<file path="config.mk">
export PLATFORM = sky130hd
export DESIGN_NAME = pad_out_router
export DESIGN_NICKNAME = d
export VERILOG_FILES = /design/src/rtl/pad_out_router.sv
export SDC_FILE = /design/constraint.sdc
export NUM_CORES = 1
export LEC_CHECK = 0
export BUFFER_PORTS_ARGS = -buffer_cell sky130_fd_sc_hd__buf_2
export CAP_MARGIN = 5
export CELL_PAD_IN_SITES_DETAIL_PLACEMENT = 1
export CELL_PAD_IN_SITES_GLOBAL_PLACEMENT = 1
export CORE_UTILIZATION = 30
export CTS_BUF_LIST = sky130_fd_sc_hd__clkbuf_8
export DETAILED_ROUTE_END_ITERATION = 8
export GPL_TIMING_DRIVEN = 0
export PLACE_DENSITY = 0.95
export SYNTH_ARGS = -nofsm -noshare
export SYNTH_HDL_FRONTEND = slang
export SYNTH_SLANG_ARGS = --single-unit
</file>
<file path="constraint.sdc">
create_clock -name clk -period 3.02 [get_ports clk]
set_clock_uncertainty 0.15 [all_clocks]
set_input_delay 0.453 -clock clk [delete_from_list [all_inputs] [get_ports clk]]
set_output_delay 0.453 -clock clk [all_outputs]
set_load 0.01 [all_outputs]
</file>
<file path="src/rtl/pad_out_router.sv">
module pad_out_router #(
  parameter int NUM_PADS = 6,
  parameter logic [3:0] SLOT_BIDIR = 4'b0101,
  parameter logic [3:0] SLOT_FIXED_OE = 4'b0010,
  localparam int ADDR_W = (NUM_PADS > 1) ? $clog2(NUM_PADS) : 1
) (
  input  logic                    clk,
  input  logic                    rst_n,
  input  logic                    wr_en,
  input  logic [ADDR_W-1:0]       wr_addr,
  input  logic [1:0]              wr_data,
  input  logic [ADDR_W-1:0]       rd_addr,
  output logic [1:0]              rd_data,
  input  logic [NUM_PADS*4-1:0]   slot_out,
  input  logic [NUM_PADS*4-1:0]   slot_oe,
  output logic [NUM_PADS-1:0]     pad_out,
  output logic [NUM_PADS-1:0]     pad_oe,
  output logic [NUM_PADS-1:0]     pad_ie
);
  localparam logic [ADDR_W:0] PAD_LIMIT = (ADDR_W+1)'(NUM_PADS);

  logic [NUM_PADS*2-1:0] sel_q;
  logic wr_ok, rd_ok;

  assign wr_ok = wr_en && ({1'b0, wr_addr} < PAD_LIMIT);
  assign rd_ok = {1'b0, rd_addr} < PAD_LIMIT;

  always_ff @(posedge clk or negedge rst_n)
    if (!rst_n)
      sel_q <= '0;
    else if (wr_ok)
      sel_q[wr_addr*2 +: 2] <= wr_data;

  assign rd_data = rd_ok ? sel_q[rd_addr*2 +: 2] : 2'b00;

  for (genvar p = 0; p < NUM_PADS; p++) begin : g_pad
    logic [1:0] s;
    logic [3:0] o, eff_oe;
    assign s      = sel_q[p*2 +: 2];
    assign o      = slot_out[p*4 +: 4];
    assign eff_oe = (slot_oe[p*4 +: 4] & SLOT_BIDIR) | (SLOT_FIXED_OE & ~SLOT_BIDIR);
    assign pad_out[p] = o[s];
    assign pad_oe[p]  = eff_oe[s];
    assign pad_ie[p]  = ~eff_oe[s];
  end
endmodule

</file>
Yosys cells after proc, flatten, opt, wreduce, memory -nomap -nowiden
Cells that the tools add are included.
{ "totals": {"ff_bits": 12, "in_bits": 59, "out_inout_bits": 20, "wordCells": 46} }
{ "classes": {"add_sub_neg": 1, "magnitude_cmp": 8, "shifts": 3, "mux": 26, "bitwise_logic": 6, "reduce_logical": 1} }
{ "op_table": {"columns": ["op", "count"], "rows": [
  ["4-bit negation with 34-bit output", 1],
  ["2-bit by 34-bit variable shift with 12-bit output (first input constant)", 1],
  ["2-bit by 34-bit variable part select with 12-bit output", 1],
  ["1-bit binary-select mux with 2-bit select", 12],
  ["2-bit by 3-bit < comparator with 1-bit output (second input constant)", 6],
  ["12-bit bitwise mux", 1],
  ["1-bit 2-to-1 mux", 12],
  ["12-bit by 5-bit variable part select with 2-bit output", 1],
  ["3-bit < comparator (second input constant)", 2],
  ["1-bit NOT", 6],
  ["2-bit 2-to-1 mux", 1],
  ["1-bit logical AND", 1]
]} }

Depth between registers and ports, before layout
Gate-level depths: netlist of run 1.
{ "logic_depth": {"word_depth": 3, "ltp_mapped": 6, "mapped_depth_nobuf": 6} }

Least setup slack after synthesis of run 1
No wires, ideal clock.
{ "synth_path": {"path_type": "input-to-reg", "startpoint": "in wr_addr[0]", "endpoint": "reg sel_q[8]", "setup_time_ps": 125, "arrival_time_ps": 1735, "t_required_ps": 2745, "slack_ps": 1010, "cell_stages": 6, "n_path_buf": 0, "path_cell_list": "inv_1 -> ha_1 -> ha_1 -> nand2b_1 -> nor4_2 -> mux2_2"} }
{ "synth_via": {"elab_chain_cells": 3, "elab_cells_between_ends": 6, "classes_between": "1 x add/sub; 1 x order compare; 2 x shift; 1 x mux; 1 x reduce/logical"} }
{ "synth_rtl": {"columns": ["element", "line_no", "source"], "rows": [
  ["start: declaration", "10", "input logic [ADDR_W-1:0] wr_addr,"],
  ["4-bit negation with 34-bit output", "32", "sel_q[wr_addr*2 +: 2] <= wr_data;"],
  ["2-bit by 34-bit variable part select with 12-bit output or 2-bit by 34-bit variable shift with 12-bit output (tied branches)", "32", null],
  ["12-bit bitwise mux", "32", null],
  ["end signal: indexed assignment", "32", null],
  ["end: declaration", "22", "logic [NUM_PADS*2-1:0] sel_q;"]
]} }
Several ways; a longest one is shown, not always the timed one.
A chain may end at the register's enable or synchronous reset.

Worst setup path after layout of run 1
Same ends and word-level chain as after synthesis.

==> reports/qor.yml, run 1 <==
routed_via_density: 4.83
grt_max_degree: 13
drcViolationCount: 0
power_frac_seq_pct: 33.6
cts.sinks: 12
p_per_area_nw_per_um2: 578
finalSetupViolations: 0
worst_slew_pin_slew_ns: 0.352
synth_top_area_share_pct: 31.6
power_leakage_nw: 0.720
hpwl_um: 2520
numCtsBuffers: 3
fmax_mhz: 487
chipWidth_um: 58.3
cts_resized: 0
layout.nets: 217
largest_register: "sel_q"
drive_gt1_share_pct: 61.0
rsz0062_at_grt: "no"
syn_area_um2: 950
path_clk_slew_ns: 0.06
drv_cap: 0
arrival_ns: 2.03
drt-total-wl_um: 2960
dieArea_um2: 3390
postSynthCellCount: 83
postRouteAntennaNets: 0
dr.pass1.iters: 4
fin_crit_ns: 2.05
initial_core_util_pct: 31.4
diodes: 0
final_cell_mix: "66 x buf_2, 12 x mux2_2, 12 x dfrtp_1"
setup_tns_ns: 0
power_frac_clock_pct: 21.5
ys_seq_area_share_pct: 31.6
end_kind: "flop"
startpoint: "wr_addr[0]"
post_dp_cell_area_um2: 1340
grt_pass1_vias: 1058
drt_iter0_drc: 26
power.internal_mw: 0.522
rows: 20
crit_type: "input pin to flop"
synth.area.top_cells: "dfrtp_1 32%, mux4_2 19%, mux2_2 14%, nand2b_1 4.6%, ha_1 4.0%"
mostFrequentLayoutCell: "buf_2"
postLayoutCellArea_um2: 1400
yosys_warnings: 0
met2_length_um: 1700
gp_congestion: 0.697
antenna_found_initial: 0
maxSlewHeadroom_pct: 76.3
status: "finished, final reports clean"
synth_top_area_cell: "dfrtp_1"
cts_buffer_depth: 2
clk_latency_ns: 0.23
swShare_pct: 35.4
gr-total-overflow: 0
syn_to_final_growth_pct: 47.4
synth_seq_cells: 12
stdcell_count: 198
top_regs: "sel_q (12)"
h-tree-depth: 1
placed_cells: 193
core_um2: 3030
port_buffers: 66
wl_met3_um: 130
pin_count: 79
vdd_ir_drop_max_v: 0.000158
min-delay-start: "wr_data[1]"
period_share_pct: 68.0
met1_length_um: 1090
top_layer_used: "met4"
crit_required_ns: 2.99
cp_max_fo: 5
fin_util_pct: 46.2
final_max_slew_viol_count: 0
synth.distinct_cells: 21
syn_area_per_cell_um2: 11.4
grt_pass1_wl_um: 4640
cts_root_buf: "clkbuf_8"
holdWs_ns: 0.380
syn_nets: 145
cts_setup_buffers: 0
vias: 956
pwr-share-comb_pct: 44.9
wl_per_cell_um: 14.9
cts_tree: "yes"
power.net_switching_mw: 0.286
die_y_um: 58.3
finalHoldViolCount: 0
start_kind: "input pin"
hp-class: "input pin to flop"
largest_reg_flops: 12
r2r_start: "sel_q[4]"
track_usage_pct: 18.3
[cell type report]
| cell class | instances | area, um2 |
|---|---|---|
| clock buffers | 4 | 55.1 |
| inverters | 10 | 37.5 |
| fillers | 357 | 1630 |
| repair buffers | 67 | 340 |
| well taps | 44 | 55.1 |
| multi-input cells | 61 | 612 |
| flip-flops and latches | 12 | 300 |
[metal layers]
layer  up-vias  track usage (%)
met5         -                0
met4         0             5.78
met3         4             2.68
met2        33             36.5
met1       467             19.3
li1        452                -
[cells by family after synthesis]
kind of cell,after synthesis,synth area share [%]
mux,22,35.3
flops,12,31.6
simple gates,27,19.5
compound gates,8,4.74
xor+xnor,1,0.922
fa+ha+maj,3,3.95
buf+inv,10,3.95
[per-stage QoR]
stage	power [mW]	setup WS, ns
after global routing	0.864	0.897
after detailed placement	0.640	0.723
final	0.809	0.967
after CTS	0.818	0.939
after global placement	0.610	0.799
after floorplan	0.479	1.01
[critical path, stage by stage]
cell      delay, ns
buf_2          0.11
inv_1          0.05
ha_1           0.21
ha_1           0.37
nand2b_1       0.10
nor4_2         0.35
mux2_2         0.38
[cell usage after synthesis (all sizes together)]
cell type	n
xnor2	1
a21oi	6
nand4b	1
nor4b	1
dfrtp	12
nor3	6
nand4	1
mux2	12
nand3b	1
nor4	2
o31ai	2
mux2i	2
nand2b	8
and4	1
nand2	4
inv	10
and2	1
and3b	1
ha	3
mux4	8
[power by group through the flow]
| stage | Sequential, mW | Combinational (mW) | Clock [mW] |
|---|---|---|---|
| 2_1_floorplan | 0.253 | 0.226 | 0 |
| 3_3_place_gp | 0.270 | 0.341 | 0 |
| 5_1_grt | 0.286 | 0.396 | 0.183 |
| 3_5_place_dp | 0.276 | 0.363 | 0 |
| 6_report | 0.272 | 0.363 | 0.174 |
| 4_1_cts | 0.273 | 0.369 | 0.175 |
[worst paths after layout]
path                             end  slack, ns  cells after the start
max in group asynchronous   sel_q[1]       1.99                      2
hold reg to reg             sel_q[1]       0.45                      1
setup reg to reg            sel_q[4]       2.04                      1
min in group asynchronous  sel_q[10]       0.50                      2
hold / removal              sel_q[5]       0.38                      2
setup / recovery            sel_q[8]       0.97                      7
[repair_timing]
| item | 4_1_cts | 5_1_grt |
|---|---|---|
| hold endpoints to repair | 12 | 0 |
| setup endpoints to repair | 0 | 0 |
| hold buffers | 1 | 0 |
(Power assumes the default switching activity.)
==> run 2: changes to the inputs <==
--- a/config.mk
+++ b/config.mk
@@ -9,11 +9,11 @@
 export CAP_MARGIN = 5
 export CELL_PAD_IN_SITES_DETAIL_PLACEMENT = 1
 export CELL_PAD_IN_SITES_GLOBAL_PLACEMENT = 1
-export CORE_UTILIZATION = 30
+export CORE_UTILIZATION = 28
 export CTS_BUF_LIST = sky130_fd_sc_hd__clkbuf_8
 export DETAILED_ROUTE_END_ITERATION = 8
 export GPL_TIMING_DRIVEN = 0
-export PLACE_DENSITY = 0.95
+export PLACE_DENSITY = 0.94
 export SYNTH_ARGS = -nofsm -noshare
 export SYNTH_HDL_FRONTEND = slang
 export SYNTH_SLANG_ARGS = --single-unit
==> constraint.sdc (replaced) <==
create_clock -name clk -period 2 [get_ports clk]
set_clock_uncertainty 0.15 [all_clocks]
set_input_delay 0.3 -clock clk [delete_from_list [all_inputs] [get_ports clk]]
set_output_delay 0.3 -clock clk [all_outputs]
set_load 0.01 [all_outputs]
==> run 2 against run 1 <==
Effect of this change: clock power increased by 19%; power increased by 44%; sequential share of layout area increased by 0.077 points; non-clock buffer count unchanged; critical path type is now flop to primary output.
==> reports/qor.yml, run 2 (synthesis gave the netlist of run 1 again) <==
numCtsBuffers: 3  # unchanged
fmax_mhz: 531
crit_type: "flop to primary output"
start_kind: "flop"
maxSlewHeadroom_pct: 70.2  # -6.1 points
setup_ws_ns: 0.116  # -0.851 ns
rows: 20  # unchanged
crit_required_ns: 1.55  # -1.44 ns
routed_via_density: 4.66  # -3.5%
cts_tree: "yes"
p_per_area_nw_per_um2: 833  # +44%
track_usage_pct: 16.6  # -1.7 points
port_buffers: 66  # unchanged
largest_register: "sel_q"
hpwl_um: 2490  # -1.0%
grt_pass1_vias: 967  # -8.6%
clk_latency_ns: 0.23  # about the same
syn_to_final_growth_pct: 46.9
cts.sinks: 12  # unchanged
mostFrequentLayoutCell: "buf_2"
final_max_slew_viol_count: 0  # unchanged
h-tree-depth: 1  # unchanged
drive_gt1_share_pct: 60.8  # -0.25 points
path_clk_slew_ns: 0.05  # about the same
slowest_delay_ns: 0.49  # +0.11 ns
initial_core_util_pct: 30.4  # -1.0 points
diodes: 0  # unchanged
grt_pass1_wl_um: 4490  # -3.4%
dieArea_um2: 3630  # +6.9%
cts_buffer_depth: 2  # unchanged
cts_root_buf: "clkbuf_8"
final_cell_mix: "66 x buf_2, 12 x mux2_2, 12 x dfrtp_1"
worst_path_max_delay_cell: "mux4_2"
rsz0062_at_grt: "yes"
vias: 918  # -4.0%
gp_congestion: 0.749  # +7.5%
finalSetupViolations: 0  # unchanged
period_share_pct: 94.2
setup_tns_ns: 0  # unchanged
power_leakage_nw: 0.714  # -0.88%
place_ws_ns: -0.169  # -0.892 ns
grt_max_degree: 13  # unchanged
power_mw: 1.16  # +44%
pin_count: 79  # unchanged
chipWidth_um: 60.2  # +3.4%
hp-class: "input pin to flop"
cp_max_fo: 5  # unchanged
die_y_um: 60.2  # +3.4%
drt_iter0_drc: 9  # -65%
core_um2: 3130  # +3.3%
end_kind: "primary output"
fin_crit_ns: 1.88
drv_cap: 0  # unchanged
worst_slew_pin_slew_ns: 0.443  # +0.0915 ns
fin_util_pct: 44.6  # -1.6 points
arrival_ns: 1.43  # -0.60 ns
postRouteAntennaNets: 0  # unchanged
finalHoldViolCount: 0  # unchanged
wl_per_cell_um: 14.5  # -3.2%
top_regs: "sel_q (12)"
path_cells: "mux4_2 > nand2_1 > o31ai_1 > buf_2"
drcViolationCount: 0  # unchanged
antenna_found_initial: 0  # unchanged
drt-total-wl_um: 2850  # -3.7%
vdd_ir_drop_max_v: 0.000310  # +97%
layout.nets: 217  # unchanged
r2r_slack_ns: 1.00  # -1.04 ns
gr-total-overflow: 0  # unchanged
status: "finished, final reports clean"
dr.pass1.iters: 3  # -1
largest_reg_flops: 12  # unchanged
holdWs_ns: 0.234  # -0.146 ns
==> run 2: path summary, 6_finish.rpt <==
check                                 from          to  cells past startpoint
worst max-delay path              sel_q[7]  rd_data[1]                      4
worst min-delay path            wr_data[1]    sel_q[1]                      2
worst max register to register    sel_q[8]    sel_q[8]                      1
worst min register to register    sel_q[6]    sel_q[6]                      1
max in group asynchronous            rst_n    sel_q[8]                      2
min in group asynchronous            rst_n    sel_q[3]                      2
==> run 2: cell type report <==
class | count | area [um2]
fillers | 392 | 1730
multi-input cells | 61 | 621
repair buffers | 67 | 340
flip-flops and latches | 12 | 300
well taps | 44 | 55.1
clock buffers | 3 | 41.3
inverters | 10 | 37.5
==> run 2: timing repair <==
item | in CTS | in global routing
endpoints found under the hold margin | 12 | 0
setup buffers | 0 | 0
endpoints found under the setup margin | 0 | 4
resized for setup | 0 | 1
hold buffers | 1 | 0
==> run 2: through the flow <==
stage	cell area (um2)	instances
6_report	1400	197
5_1_grt	1400	197
4_1_cts	1390	197
3_5_place_dp	1340	193
3_3_place_gp	1340	193
2_1_floorplan	950	83
==> run 2: worst max-delay path: cells and delay by family (launching register included) <==
family	cells	cell delay, ns
AO/OA/AOI/OAI	1	0.07
multiplexers	1	0.49
AND/OR/NAND/NOR	1	0.08
flip-flops	1	0.43
buffers and inverters	1	0.14
==> run 2: where the power goes <==
group / switching [mW] / leakage, nW / internal (mW)
sequential: 0.104 / 0.152 / 0.310
clock: 0.0757 / 0.0216 / 0.132
combinational: 0.235 / 0.540 / 0.306
==> run 2: per-layer routing <==
metal  vias to the layer above  part of all wire [%]  track usage, %  wire, um
li1                        450                     -               -         -
met1                       436                    42            20.6      1210
met2                        30                    52            29.8      1470
met3                         2                   5.7            2.38       163
met4                         0                  0.21            3.99         6
met5                         -                     0               0         0
==> run 3: changes to the inputs <==
--- a/config.mk
+++ b/config.mk
@@ -5,15 +5,16 @@
 export SDC_FILE = /design/constraint.sdc
 export NUM_CORES = 1
 export LEC_CHECK = 0
+export ABC_AREA = 1
 export BUFFER_PORTS_ARGS = -buffer_cell sky130_fd_sc_hd__buf_2
 export CAP_MARGIN = 5
 export CELL_PAD_IN_SITES_DETAIL_PLACEMENT = 1
 export CELL_PAD_IN_SITES_GLOBAL_PLACEMENT = 1
-export CORE_UTILIZATION = 28
+export CORE_UTILIZATION = 26
 export CTS_BUF_LIST = sky130_fd_sc_hd__clkbuf_8
 export DETAILED_ROUTE_END_ITERATION = 8
 export GPL_TIMING_DRIVEN = 0
-export PLACE_DENSITY = 0.94
+export PLACE_DENSITY = 0.92
 export SYNTH_ARGS = -nofsm -noshare
 export SYNTH_HDL_FRONTEND = slang
 export SYNTH_SLANG_ARGS = --single-unit
==> run 3 against run 2 <==
Effect of this change: clock-buffer cell count is 1 higher; routed wire length grew 33%; via count grew 61%; synthesized cell count up 120%; setup slack better by 0.15 ns; die area grew 23%; largest cell class unchanged; combinational power shrank 28%; critical path depth is 7 higher; sequential cell count stayed put.
==> reports/qor.yml, run 3 <==
synth_top_area_cell: "dfrtp_1"
drive_gt1_share_pct: 31.2  # -30 points
cts_root_buf: "clkbuf_8"
track_usage_pct: 17.5  # +0.96 points
core_um2: 4030  # +29%
largest_register: "sel_q"
final_cell_mix: "66 x buf_2, 46 x nand2_1, 29 x nor2_1"
syn_to_final_growth_pct: 41.8
period_share_pct: 86.6  # -7.6 points
synth_seq_cells: 12  # unchanged
synth_most_common_cell: "nand2_1"
end_kind: "flop"
grt_pass1_wl_um: 6020  # +34%
die_y_um: 66.9  # +11%
layout.nets: 316  # +46%
wl_per_cell_um: 12.5  # -14%
chipWidth_um: 66.9  # +11%
vdd_ir_drop_max_v: 0.000167  # -46%
drt_iter0_drc: 62  # +53
clk_latency_ns: 0.24  # about the same
finalSetupViolations: 0  # unchanged
fmax_mhz: 577  # +8.7%
h-tree-depth: 1  # unchanged
postRouteAntennaNets: 0  # unchanged
routed_via_density: 4.89  # +4.9%
start_kind: "input pin"
drcViolationCount: 0  # unchanged
postSynthCellCount: 182  # +120%
largest_reg_flops: 12  # unchanged
cp_max_fo: 8  # +3
pin_count: 79  # unchanged
grt_max_degree: 13  # unchanged
synthArstFlopShare_pct: 100  # unchanged
numCtsBuffers: 3  # unchanged
final_max_slew_viol_count: 0  # unchanged
yosys_warnings: 0  # unchanged
cts_buffer_depth: 2  # unchanged
seq_area_um2: 300  # unchanged
maxSlewHeadroom_pct: 77.1  # +6.9 points
multi_input_area_um2: 666  # +7.3%
dr.pass1.iters: 4  # +1
gp_congestion: 0.843  # +13%
grt_pass1_vias: 1419  # +47%
crit_required_ns: 1.97  # +0.42 ns
antenna_found_initial: 0  # unchanged
vias: 1481  # +61%
top_regs: "sel_q (12)"
finalHoldViolCount: 0  # unchanged
path_clk_slew_ns: 0.05  # about the same
post_dp_cell_area_um2: 1490  # +12%
ys_seq_area_share_pct: 27.4  # -4.2 points
crit_type: "input pin to flop"
cts.sinks: 12  # unchanged
synth_edf_count: 0  # unchanged
power_leakage_nw: 0.861  # +21%
status: "finished, final reports clean"
initial_core_util_pct: 27.2  # -3.2 points
gr-total-overflow: 0  # unchanged
syn_nets: 244  # +68%
drt-total-wl_um: 3780  # +33%
fin_crit_ns: 1.73  # -0.151 ns
synth_top_area_share_pct: 27.4  # -4.2 points
syn_area_per_cell_um2: 6.02  # -47%
syn_area_um2: 1100  # +15%
cts_setup_buffers: 0  # unchanged
drv_cap: 0  # unchanged
p_per_area_nw_per_um2: 626  # -25%
rows: 23  # +15%
setup_tns_ns: 0  # unchanged
synth_commonest_cells: "46 x nand2_1, 29 x nor2_1, 27 x inv_1"
synth.area.top_cells: "dfrtp_1 27%, nand2_1 16%, nor2_1 9.9%, inv_1 9.2%, o21ai_0 9.1%"
port_buffers: 66  # unchanged
cts_hold_buf: 1  # unchanged
hp-class: "input pin to flop"
worst_slew_pin_slew_ns: 0.340  # -0.103 ns
synth-main-ff-cell: "dfrtp_1"
postLayoutCellArea_um2: 1550  # +11%
fill_cells: 574  # +46%
cts_resized: 0  # unchanged
rsz0062_at_grt: "no"
hpwl_um: 3180  # +28%
arrival_ns: 1.70  # +0.27 ns
synth.distinct_cells: 21  # unchanged
mostFrequentLayoutCell: "buf_2"
cts_tree: "yes"
diodes: 0  # unchanged
dieArea_um2: 4480  # +23%
-- run 3: cells by family after synthesis --
group	count (synthesis)	synth area share (%)
AO/OA/AOI/OAI	35	17.2
buffers and inverters	31	11.9
flip-flops	12	27.4
AND/OR/NAND/NOR	101	40.1
adder cells (fa/ha/maj)	3	3.43
-- run 3: final cells by class --
class / instances / share of cell area (%)
Tap cell: 50 / 4.03
Clock buffer: 4 / 3.54
Timing Repair Buffer: 67 / 21.9
Buffer: 2 / 1.21
Inverter: 29 / 7.17
Multi-Input combinational cell: 139 / 42.8
Sequential cell: 12 / 19.3
-- run 3: report_power, final --
group / leakage [nW] / total, mW / internal, mW / switching [mW]
clock: 0.0288 / 0.260 / 0.174 / 0.0863
combinational: 0.670 / 0.389 / 0.161 / 0.228
sequential: 0.163 / 0.324 / 0.275 / 0.0491
-- run 3: per-stage QoR --
stage / power, mW / utilization [%] / hold WS (ns) / setup WS [ns] / instances
after detailed placement: 0.716 / 37.0 / 0.0374 / 0.0124 / 298
after CTS: 0.980 / 38.6 / 0.214 / 0.255 / 303
after global routing: 1.05 / 38.6 / 0.228 / 0.0850 / 303
after global placement: 0.693 / 37.0 / 0.0334 / 0.0833 / 298
after floorplan: 0.540 / - / -0.146 / 0.356 / 182
final: 0.973 / 38.6 / 0.224 / 0.268 / 303
-- run 3: final timing paths --
path,from,slack [ns],cells after the start,end
max,wr_addr[0],0.27,11,sel_q[0]
min in group asynchronous,rst_n,0.32,2,sel_q[5]
max reg2reg,sel_q[10],1.12,2,sel_q[10]
min,wr_data[0],0.22,3,sel_q[10]
max in group asynchronous,rst_n,1.17,2,sel_q[4]
min reg2reg,sel_q[3],0.40,2,sel_q[3]
-- run 3: metal layers --
metal  routed length [um]  vias up  part of all wire [%]  global-route usage (%)
met5                    0        -                     0                       0
met4                   49        0                   1.3                    5.85
met3                  218        6                   5.8                    1.88
met2                 1950       50                    52                    33.5
li1                     -      732                     -                       -
met1                 1560      693                    41                    19.8
-- run 3: worst max-delay path: stages --
cell	delay, ns
buf_2	0.14
inv_1	0.07
ha_1	0.22
ha_1	0.30
buf_6	0.15
inv_4	0.07
nand3_1	0.07
nor2_1	0.12
nand2_1	0.11
nand2_1	0.07
o21ai_1	0.07
